## config.mk

```make
export PLATFORM = sky130hd
export DESIGN_NAME = pcs_decoder
export DESIGN_NICKNAME = d
export VERILOG_FILES = /design/src/rtl/pcs_pkg.sv /design/src/rtl/pcs_cfg_regs.sv /design/src/rtl/pcs_win_dec.sv /design/src/rtl/pcs_wait_ctrl.sv /design/src/rtl/pcs_decoder.sv
export SDC_FILE = /design/constraint.sdc
export NUM_CORES = 1
export LEC_CHECK = 0
export CAP_MARGIN = 20
export CORE_AREA = 5 5 64 66
export DETAILED_ROUTE_END_ITERATION = 8
export DIE_AREA = 0 0 69 71
export GPL_TIMING_DRIVEN = 0
export PLACE_DENSITY = 0.77
export SYNTH_ARGS = -nofsm -noshare
export SYNTH_HDL_FRONTEND = slang
export SYNTH_SLANG_ARGS = --single-unit
```

## constraint.sdc

```tcl
create_clock -name clk -period 2 [get_ports clk]
set_input_delay 0.2 -clock clk [delete_from_list [all_inputs] [get_ports clk]]
set_output_delay 0.2 -clock clk [all_outputs]
set_load 0.01 [all_outputs]
```

## src/rtl/pcs_pkg.sv

```systemverilog
package pcs_pkg;
   // configuration word choice
   typedef enum logic {
      CFG_BASE = 1'b0,
      CFG_AUX  = 1'b1
   } cfg_sel_e;

   // window index inside the block
   localparam int SLOT_W    = 3;
   localparam int SLOTS     = 1 << SLOT_W;
   localparam int HOLE_SLOT = 4;
   localparam int NSEL      = SLOTS - 1;
endpackage

```

## src/rtl/pcs_cfg_regs.sv

```systemverilog
module pcs_cfg_regs
   import pcs_pkg::*;
#(
   parameter int CFG_W  = 16,
   parameter int BASE_W = 9,
   parameter int WA_W   = 4,
   parameter int WB_W   = 2
) (
   input  logic              clk,
   input  logic              rst_n,
   input  logic              we,
   input  logic              sel,
   input  logic [CFG_W-1:0]  wdata,
   output logic [BASE_W-1:0] base_o,
   output logic [WA_W-1:0]   wait_a_o,
   output logic              rdy_a_o,
   output logic [WB_W-1:0]   wait_b_o,
   output logic              rdy_b_o,
   output logic              io_o,
   output logic              amode_o,
   output logic              base_seen_o,
   output logic              aux_seen_o
);
   localparam int BASE_LSB  = CFG_W - BASE_W;
   localparam int RDY_A_BIT = WA_W;
   localparam int RDY_B_BIT = WB_W;
   localparam int IO_BIT    = WB_W + 1;
   localparam int AMODE_BIT = WB_W + 2;

   generate
      if (RDY_A_BIT + 1 >= BASE_LSB) begin : g_bad_base
         $error("base field overlaps the group-A fields");
      end
      if (AMODE_BIT >= CFG_W) begin : g_bad_aux
         $error("auxiliary fields exceed the word");
      end
   endgenerate

   wire wr_base = we && (cfg_sel_e'(sel) == CFG_BASE);
   wire wr_aux  = we && (cfg_sel_e'(sel) == CFG_AUX);

   // written-since-reset flags
   always_ff @(posedge clk or negedge rst_n) begin
      if (!rst_n) begin
         base_seen_o <= 1'b0;
         aux_seen_o  <= 1'b0;
      end else begin
         if (wr_base) base_seen_o <= 1'b1;
         if (wr_aux)  aux_seen_o  <= 1'b1;
      end
   end

   // contents are undefined until written; the flags gate their use
   always_ff @(posedge clk) begin
      if (wr_base) begin
         base_o   <= wdata[CFG_W-1 -: BASE_W];
         wait_a_o <= wdata[WA_W-1:0];
         rdy_a_o  <= wdata[RDY_A_BIT];
      end
      if (wr_aux) begin
         wait_b_o <= wdata[WB_W-1:0];
         rdy_b_o  <= wdata[RDY_B_BIT];
         io_o     <= wdata[IO_BIT];
         amode_o  <= wdata[AMODE_BIT];
      end
   end
endmodule

```

## src/rtl/pcs_win_dec.sv

```systemverilog
module pcs_win_dec
   import pcs_pkg::*;
#(
   parameter int ADDR_W   = 20,
   parameter int IO_W     = 16,
   parameter int WIN_BITS = 8,
   parameter int BASE_W   = 9
) (
   input  logic [ADDR_W-1:0] addr,
   input  logic              is_io,
   input  logic [BASE_W-1:0] base,
   input  logic              io_space,
   input  logic              amode,
   input  logic              en,
   output logic              hit_o,
   output logic [SLOT_W-1:0] slot_o
);
   localparam int BLK_BITS = WIN_BITS + SLOT_W;
   localparam int IOB_W    = IO_W - BLK_BITS;

   generate
      if (ADDR_W - BLK_BITS != BASE_W) begin : g_bad_base
         $error("base width does not match the address split");
      end
      if (IOB_W < 1 || IO_W > ADDR_W) begin : g_bad_io
         $error("I/O space does not fit the block layout");
      end
   endgenerate

   logic [SLOTS-1:0] slot_ok;

   generate
      for (genvar i = 0; i < SLOTS; i++) begin : g_slot
         if (i == HOLE_SLOT || i == SLOTS - 1) begin : g_none
            assign slot_ok[i] = 1'b0;
         end else if (i > HOLE_SLOT) begin : g_pin
            assign slot_ok[i] = ~amode;
         end else begin : g_low
            assign slot_ok[i] = 1'b1;
         end
      end
   endgenerate

   wire mem_match = (addr[ADDR_W-1 -: BASE_W] == base);
   wire io_match  = (addr[IO_W-1 -: IOB_W] == base[IOB_W-1:0]);
   wire space_ok  = io_space ? (is_io && io_match) : (!is_io && mem_match);

   assign slot_o = addr[BLK_BITS-1 -: SLOT_W];
   assign hit_o  = en && space_ok && slot_ok[slot_o];
endmodule

```

## src/rtl/pcs_wait_ctrl.sv

```systemverilog
module pcs_wait_ctrl #(
   parameter int CNT_W = 4
) (
   input  logic             clk,
   input  logic             rst_n,
   input  logic             launch,
   input  logic [CNT_W-1:0] load,
   input  logic             ext_rdy,
   input  logic             ready_in,
   output logic             busy_o,
   output logic             wait_o
);
   generate
      if (CNT_W < 1) begin : g_bad_cnt
         $error("wait counter needs at least one bit");
      end
   endgenerate

   logic [CNT_W-1:0] cnt_q;
   logic             ext_q;

   wire [CNT_W-1:0] cur_cnt = launch ? load : cnt_q;
   wire             cur_ext = launch ? ext_rdy : ext_q;
   wire             active  = launch || busy_o;

   assign wait_o = active && ((cur_cnt != '0) || (cur_ext && !ready_in));

   always_ff @(posedge clk or negedge rst_n) begin
      if (!rst_n) begin
         busy_o <= 1'b0;
         cnt_q  <= '0;
         ext_q  <= 1'b0;
      end else if (active) begin
         ext_q <= cur_ext;
         if (wait_o) begin
            busy_o <= 1'b1;
            cnt_q  <= (cur_cnt != '0) ? cur_cnt - 1'b1 : '0;
         end else begin
            busy_o <= 1'b0;
         end
      end
   end


   cnt_step_chk: assert property (@(posedge clk) disable iff (!rst_n)
      (busy_o && cnt_q != '0) |=> (busy_o && cnt_q == $past(cnt_q) - 1'b1));


   rdy_hold_chk: assert property (@(posedge clk) disable iff (!rst_n)
      (busy_o && cnt_q == '0 && wait_o) |-> (ext_q && !ready_in));
endmodule

```

## src/rtl/pcs_decoder.sv

```systemverilog
module pcs_decoder
   import pcs_pkg::*;
#(
   parameter int ADDR_W   = 20,
   parameter int IO_W     = 16,
   parameter int WIN_BITS = 8,
   parameter int CFG_W    = 16,
   parameter int WA_W     = 4,
   parameter int WB_W     = 2
) (
   input  logic              clk,
   input  logic              rst_n,
   input  logic              cfg_we,
   input  logic              cfg_sel,
   input  logic [CFG_W-1:0]  cfg_wdata,
   input  logic              cyc_start,
   input  logic [ADDR_W-1:0] bus_addr,
   input  logic              bus_is_io,
   input  logic              bus_ready,
   output logic [NSEL-1:0]   sel_n,
   output logic              bus_wait
);
   localparam int BASE_W = ADDR_W - WIN_BITS - SLOT_W;
   localparam int CNT_W  = WA_W;

   generate
      if (WB_W > WA_W) begin : g_bad_wait
         $error("group-B wait field wider than the counter");
      end
      if (ADDR_W < 3) begin : g_bad_addr
         $error("address pins need bits 1 and 2");
      end
   endgenerate

   logic [BASE_W-1:0] base;
   logic [WA_W-1:0]   wait_a;
   logic [WB_W-1:0]   wait_b;
   logic              rdy_a, rdy_b, io_space, amode;
   logic              base_seen, aux_seen;
   logic              hit, busy;
   logic [SLOT_W-1:0] dec_slot, slot_q;

   pcs_cfg_regs #(
      .CFG_W(CFG_W), .BASE_W(BASE_W), .WA_W(WA_W), .WB_W(WB_W)
   ) u_cfg (
      .clk(clk), .rst_n(rst_n), .we(cfg_we), .sel(cfg_sel), .wdata(cfg_wdata),
      .base_o(base), .wait_a_o(wait_a), .rdy_a_o(rdy_a),
      .wait_b_o(wait_b), .rdy_b_o(rdy_b), .io_o(io_space), .amode_o(amode),
      .base_seen_o(base_seen), .aux_seen_o(aux_seen)
   );

   wire both_seen = base_seen && aux_seen;
   wire pin_mode  = aux_seen && amode;

   pcs_win_dec #(
      .ADDR_W(ADDR_W), .IO_W(IO_W), .WIN_BITS(WIN_BITS), .BASE_W(BASE_W)
   ) u_dec (
      .addr(bus_addr), .is_io(bus_is_io), .base(base), .io_space(io_space),
      .amode(amode), .en(both_seen), .hit_o(hit), .slot_o(dec_slot)
   );

   wire             launch = cyc_start && !busy && hit;
   wire             grp_b  = (dec_slot > SLOT_W'(HOLE_SLOT));
   wire [CNT_W-1:0] load   = grp_b ? CNT_W'(wait_b) : CNT_W'(wait_a);
   wire             ext    = grp_b ? rdy_b : rdy_a;

   pcs_wait_ctrl #(.CNT_W(CNT_W)) u_wait (
      .clk(clk), .rst_n(rst_n), .launch(launch), .load(load),
      .ext_rdy(ext), .ready_in(bus_ready), .busy_o(busy), .wait_o(bus_wait)
   );

   always_ff @(posedge clk or negedge rst_n) begin
      if (!rst_n)      slot_q <= '0;
      else if (launch) slot_q <= dec_slot;
   end

   wire              cyc_on   = launch || busy;
   wire [SLOT_W-1:0] cur_slot = busy ? slot_q : dec_slot;

   generate
      for (genvar i = 0; i < NSEL; i++) begin : g_out
         if (i == HOLE_SLOT) begin : g_hole
            assign sel_n[i] = 1'b1;
         end else if (i > HOLE_SLOT) begin : g_dual
            assign sel_n[i] = pin_mode ? bus_addr[i-HOLE_SLOT]
                                       : ~(cyc_on && cur_slot == SLOT_W'(i));
         end else begin : g_sel
            assign sel_n[i] = ~(cyc_on && cur_slot == SLOT_W'(i));
         end
      end
   endgenerate

   // selects seen as chip selects (address pins masked out)
   wire [NSEL-1:0] sel_low = ~sel_n & {{(NSEL-HOLE_SLOT-1){~pin_mode}}, {(HOLE_SLOT+1){1'b1}}};


   one_select_chk: assert property (@(posedge clk) disable iff (!rst_n)
      $onehot0(sel_low));


   no_early_sel_chk: assert property (@(posedge clk) disable iff (!rst_n)
      !both_seen |-> (&sel_n[HOLE_SLOT-1:0]));


   wait_needs_sel_chk: assert property (@(posedge clk) disable iff (!rst_n)
      bus_wait |-> (sel_low != '0));
endmodule

```

Yosys cells after proc, flatten, opt, wreduce, memory -nomap -nowiden
Index checks and enable logic that the tools add are counted.
Storage, ports and cells
  bits of input ports: 43
  word-level logic and storage cells: 69
  memory bits (writable): 0
  ROM bits: 0
  output and inout port bits: 8
  latch bits: 0
  memories: 0
  bits in registers: 30
Cells by class
  order comparisons: 2
  divide/modulo/power cells: 0
  shift operators: 0
  reductions and logical operators: 26
  mux-type cells: 12
  multiply operators: 0
  equality and inequality tests: 7
  bitwise gates (word level): 8
  add/sub/neg operators: 1
Operators by type and width (number)
  $logic_and A1 B1 Y1: 18
  $mux W4: 3
  $eq A9 B9 Y1: 1
  $not A1 Y1: 8
  $mux W1: 7
  $eq A3 B2 Y1 const B: 2
  $eq A3 B3 Y1 const B: 2
  $eq A5 B5 Y1: 1
  $lt A3 B4 Y1 const B: 1
  $reduce_bool A4 Y1: 1
  $sub A4 B1 Y4 const B: 1
  $bmux W1 S3: 1
  $eq A3 B1 Y1 const B: 1
  $gt A3 B3 Y1 const B: 1
  $logic_not A1 Y1: 3
  $logic_not A3 Y1: 1
  $mux W3: 1
  $logic_or A1 B1 Y1: 2
  $reduce_and A2 Y1: 1

Depth between registers and ports, before layout
  depth in word-level cells: 11
  mapped depth: 6

By module
From an unflattened synthesis, not the netlist that was laid out.
Unflattened totals
  cells, all modules: 134
  area, all modules: 1554.0 µm²
Modules (own cells, without submodules)
  pcs_cfg_regs: cells each 25, times used 1, area each 655.6 µm², sequential area each 620.6 µm²
  pcs_wait_ctrl: cells each 45, times used 1, area each 412.9 µm², sequential area each 150.1 µm²
  pcs_decoder: cells each 43, times used 1, area each 327.8 µm², sequential area each 75.1 µm²
  pcs_win_dec: cells each 21, times used 1, area each 157.7 µm², sequential area each 0.0 µm²

Worst setup path after synthesis
OpenSTA, ideal clock, no wires.
  kind: reg-to-output
  start: reg u_wait.busy_o
  end: out sel_n[6]
  buffers on the path: 0
  setup slack: 0.256 ns
  cell stages (with the launch flop): 7
  arrival: 1.544 ns
  cell sequence: dfrtp_1 > and4b_1 > o2111ai_1 > nor4_4 > nand4_1 > nand2_1 > a41oi_1
Between the ends
  word-level cells in the longest chain between the ends: 7
  elaborated cells on any way between the ends: 9
  those cells by class: eq/ne (1); mux (2); bitwise (1); reduce/logical (5)
Ends and longest elaborated chain
  start, declared: RTL line pcs_wait_ctrl.sv:10  | output logic busy_o,
  start signal, assigned: RTL line pcs_wait_ctrl.sv:30  | busy_o <= 1'b0;
  start signal, assigned: RTL line pcs_wait_ctrl.sv:36  | busy_o <= 1'b1;
  start signal, assigned: RTL line pcs_wait_ctrl.sv:39  | busy_o <= 1'b0;
  parallel branches: the longest is 4 deep, another holds $mux W3
  $logic_and A1 B1 Y1 (*): RTL line pcs_decoder.sv:86  | : ~(cyc_on && cur_slot == SLOT_W'(i));
  $not A1 Y1 (*): RTL line pcs_decoder.sv:86
  $mux W1 (*): RTL line pcs_decoder.sv:85  | assign sel_n[i] = pin_mode ? bus_addr[i-HOLE_SLOT]
  end, declared: RTL line pcs_decoder.sv:20  | output logic [NSEL-1:0] sel_n,
Every way passes the cells marked *.

Worst setup path after layout
  start: reg u_cfg.base_o[7]
  end: out sel_n[6]
Between the ends
  word-level cells in the longest chain between the ends: 10
Ends and longest elaborated chain
  start, declared: RTL line pcs_cfg_regs.sv:14  | output logic [BASE_W-1:0] base_o,
  start signal, assigned: RTL line pcs_cfg_regs.sv:56  | base_o <= wdata[CFG_W-1 -: BASE_W];
  $eq A9 B9 Y1: RTL line pcs_win_dec.sv:44  | wire mem_match = (addr[ADDR_W-1 -: BASE_W] == base);
  $logic_and A1 B1 Y1: RTL line pcs_win_dec.sv:46  | wire space_ok = io_space ? (is_io && io_match) : (!is_io && mem_match);
  $mux W1: RTL line pcs_win_dec.sv:46
  $logic_and A1 B1 Y1 (2 in a row): RTL line pcs_win_dec.sv:49  | assign hit_o = en && space_ok && slot_ok[slot_o];
  $logic_and A1 B1 Y1: RTL line pcs_decoder.sv:62  | wire launch = cyc_start && !busy && hit;
  $logic_or A1 B1 Y1: RTL line pcs_decoder.sv:77  | wire cyc_on = launch || busy;
  $logic_and A1 B1 Y1: RTL line pcs_decoder.sv:86
  $not A1 Y1: RTL line pcs_decoder.sv:86
  $mux W1: RTL line pcs_decoder.sv:85
No other way between the ends.

==> reports/metrics.yaml <==
placementRows: 22
grt_setup_unrepaired: "true"
maxCapViolCount: 0
drive_gt1_frac: 0.2198
antenna_found_initial: 0
violations: "setup timing"
drt-wirelength-per-cell_um: 15.49
h-tree-depth: 2
grt.total_usage: 0.1569
cts_tree: "done"
irDropWorstVdd_mv: 0.5288
die_area_um2: 4899
drtIter0Drc: 77
path_delay_family: "compound AO/OA/AOI/OAI gates"
grt_pass1_vias: 1277
via_per_inst: 5.217
worst_path_max_delay_cell: "edfxtp_1"
switchingPower_w: 0.0004182
setup_slack_ns: -0.1669
fin_crit_ns: 2.167
synth-edff-count: 19
p_comb_frac: 0.220
syn-num-nets: 168
max_slew.worst_pin.slew_ns: 0.5376
hold_violations: 0
end_kind: "primary output"
arrival_ns: 1.97
outcome: "finished, violations left"
cp_max_fo: 4
ys.warnings.count: 0
synth-main-ff-cell: "edfxtp_1"
cts_root_buf: "clkbuf_4"
power_frac_clock: 0.238
fp.coreArea_um2: 3523
design_area_um2: 2086
hold_ws_ns: 0.2144
drtAntennaViolNets: 0
async_reset_ff_frac: 0.3667
clk_latency_ns: 0.34
seqPwrFrac: 0.543
boundaryPins: 51
switching_share: 0.2905
wl_um: 3563
clock-sinks: 30
path_class: "register to primary output"
utilization: 0.5920
slew_headroom: 0.6405
fill_cells: 318
netlist_area_um2: 1490
placed_cell_area_um2: 1961
cts_hold_buf: 0
num_vias: 1200
grt_pass1_wl_um: 6030
max_freq_mhz: 461.5
p_leak_nw: 0.7940
die_h_um: 71
die-width_um: 69
grt_max_degree: 16
dr.pass1.iters: 4
synthToLayoutAreaGrowth_pct: 39.97
syn_area_per_cell_um2: 11.92
grt_remaining_overflow: 0
ctsLongestPathBuffers: 2
start_util: 0.4229
clock_skew_ns: 0.01356
holdCritPathClass: "input port to asynchronous set/reset pin"
post-route-period-util: 1.083
seq_area_frac_synth: 0.5676
drc: 0
p_per_area_nw_per_um2: 690.2
ys_types: 43
nNetsFinal: 224
synth.area.top_cells: "edfxtp_1, dfrtp_1, xnor2_1"
ys_seq_elements: 30
synthDominantCellAreaShare: 0.3829
finalSetupViolations: 9
diodes: 0
path_clk_slew_ns: 0.09
worstPathRequired_ns: 1.80
cp-start-kind: "register"
synth_area_leader_cell: "edfxtp_1"
portBuffers: 41
netlist_instances: 125
hpwlAfterDp_um: 2664
drv_slew: 0
critPathMaxStageDelay_ns: 0.39
path_cells: "xnor2_1, nand3_1, o31ai_4, nand4_1, nand2_2, a41oi_2, buf_2"
internal_power_w: 0.001021
cp_num_buf_inv: 1
gp_congestion: 0.7518
cts_buffers: 5
[sequential cells by signal, indices dropped and copies added, names as in the netlist]
signal and flops:
slot_q 3, u_cfg.wait_b_o 2, u_cfg.base_seen_o 1, u_wait.ext_q 1, u_cfg.rdy_a_o 1, u_cfg.wait_a_o 4
u_cfg.base_o 9, u_cfg.amode_o 1, u_cfg.io_o 1, u_cfg.rdy_b_o 1, u_cfg.aux_seen_o 1, u_wait.busy_o 1
u_wait.cnt_q 4
[cell usage after synthesis (2+ instances only)]
cell type,number
edfxtp_1,19
nand2_1,13
dfrtp_1,11
a21oi_1,5
xor2_1,4
o21ai_1,2
o21ai_0,6
xnor2_1,6
nor2_1,8
nor3_1,6
mux2i_1,4
or2_2,2
a41oi_1,2
nand3_1,3
mux2_1,2
inv_1,5
[per-layer routing]
metal | part of all wire | track usage | vias to the layer above
li1 | - | - | 578
met1 | 0.39 | 0.1670 | 584
met2 | 0.55 | 0.2839 | 29
met3 | 0.045 | 0.05398 | 9
met4 | 0.018 | 0.06291 | 0
met5 | 0 | 0 | -
[cell families after synthesis]
family	share of synthesized area
compound gates	0.1411
flops	0.5676
mux	0.04954
buf+inv	0.01764
simple gates	0.1629
xor+xnor	0.05877
other cells	0.002516
[through the flow]
step	setup TNS (ns)	cells	setup slack (ns)	total power [W]
after floorplan	0	125	0.2560	0.0009477
after global placement	-3.328	214	-0.5502	0.001066
after detailed placement	-4.965	214	-0.5633	0.001089
after CTS	-1.380	227	-0.2548	0.001441
after global routing	-2.335	230	-0.3041	0.001530
final	-0.7865	230	-0.1669	0.001440
[cells in the final DEF (no fill, tap or decap), types with 3 or more instances in the layout]
| master | netlist | final |
|---|---|---|
| mux2i_1 | 4 | 4 |
| inv_1 | 5 | 5 |
| dfrtp_1 | 11 | 10 |
| clkdlybuf4s50_1 | 0 | 34 |
| clkbuf_4 | 0 | 5 |
| nor3_1 | 6 | 6 |
| nand2_1 | 13 | 12 |
| buf_4 | 1 | 7 |
| nor2_1 | 8 | 8 |
| o21ai_0 | 6 | 6 |
| buf_2 | 0 | 7 |
| nand3_1 | 3 | 3 |
| a21oi_1 | 5 | 5 |
| xnor2_1 | 6 | 6 |
| xor2_1 | 4 | 4 |
| edfxtp_1 | 19 | 19 |
[power by group through the flow]
stage                     clock network, W  registers [W]  logic, W
after global routing              0.000389       0.000793  0.000347
after floorplan                          0       0.000779  0.000168
after global placement                   0       0.000789  0.000277
final                             0.000342       0.000781  0.000316
after detailed placement                 0       0.000796  0.000293
after CTS                         0.000353       0.000780  0.000308
[worst paths after layout]
path	start	endpoint	slack [ns]	cells past startpoint
min in group clk	cfg_wdata[10]	u_cfg.base_o[3]$_DFFE_PP_	0.41	1
setup / recovery	u_cfg.base_o[7]$_DFFE_PP_	sel_n[6]	-0.17	7
hold / removal	rst_n	slot_q[1]$_DFFE_PN0N_	0.21	1
hold reg to reg	u_cfg.base_seen_o$_DFFE_PN0P_	u_cfg.base_seen_o$_DFFE_PN0P_	0.47	1
max in group asynchronous	rst_n	u_wait.busy_o$_DFFE_PN0N_	1.40	1
setup reg to reg	u_wait.busy_o$_DFFE_PN0N_	slot_q[0]$_DFFE_PN0N_	-0.01	8
[cell type report]
type | count | area, µm² | area share
timing repair buffer | 49 | 442.9 | 0.2124
clock buffer | 6 | 41.29 | 0.01980
sequential | 30 | 847.1 | 0.4061
clock inverter | 2 | 10.01 | 0.004799
tap | 48 | 60.06 | 0.02879
inverter | 5 | 18.77 | 0.008998
multi-input combinational | 89 | 658.1 | 0.3155
buffer | 1 | 7.507 | 0.003599
[what timing repair did]
action | 4_1_cts | 5_1_grt
hold endpoints to repair | 0 | 0
pin swaps | 8 | 6
setup endpoints to repair | 7 | 12
resized for setup | 35 | 3
buffers inserted | 5 | 2
[worst register-to-register path: cells and delay by family (launching register included)]
kind,cells,cell delay (ns)
DFF,1,0.43
AOI/OAI and AO/OA,1,0.13
and+or+nand+nor,3,0.64
muxes,1,0.36
buffers and inverters,3,0.35
Note: power is estimated with default switching activity, not from simulation.
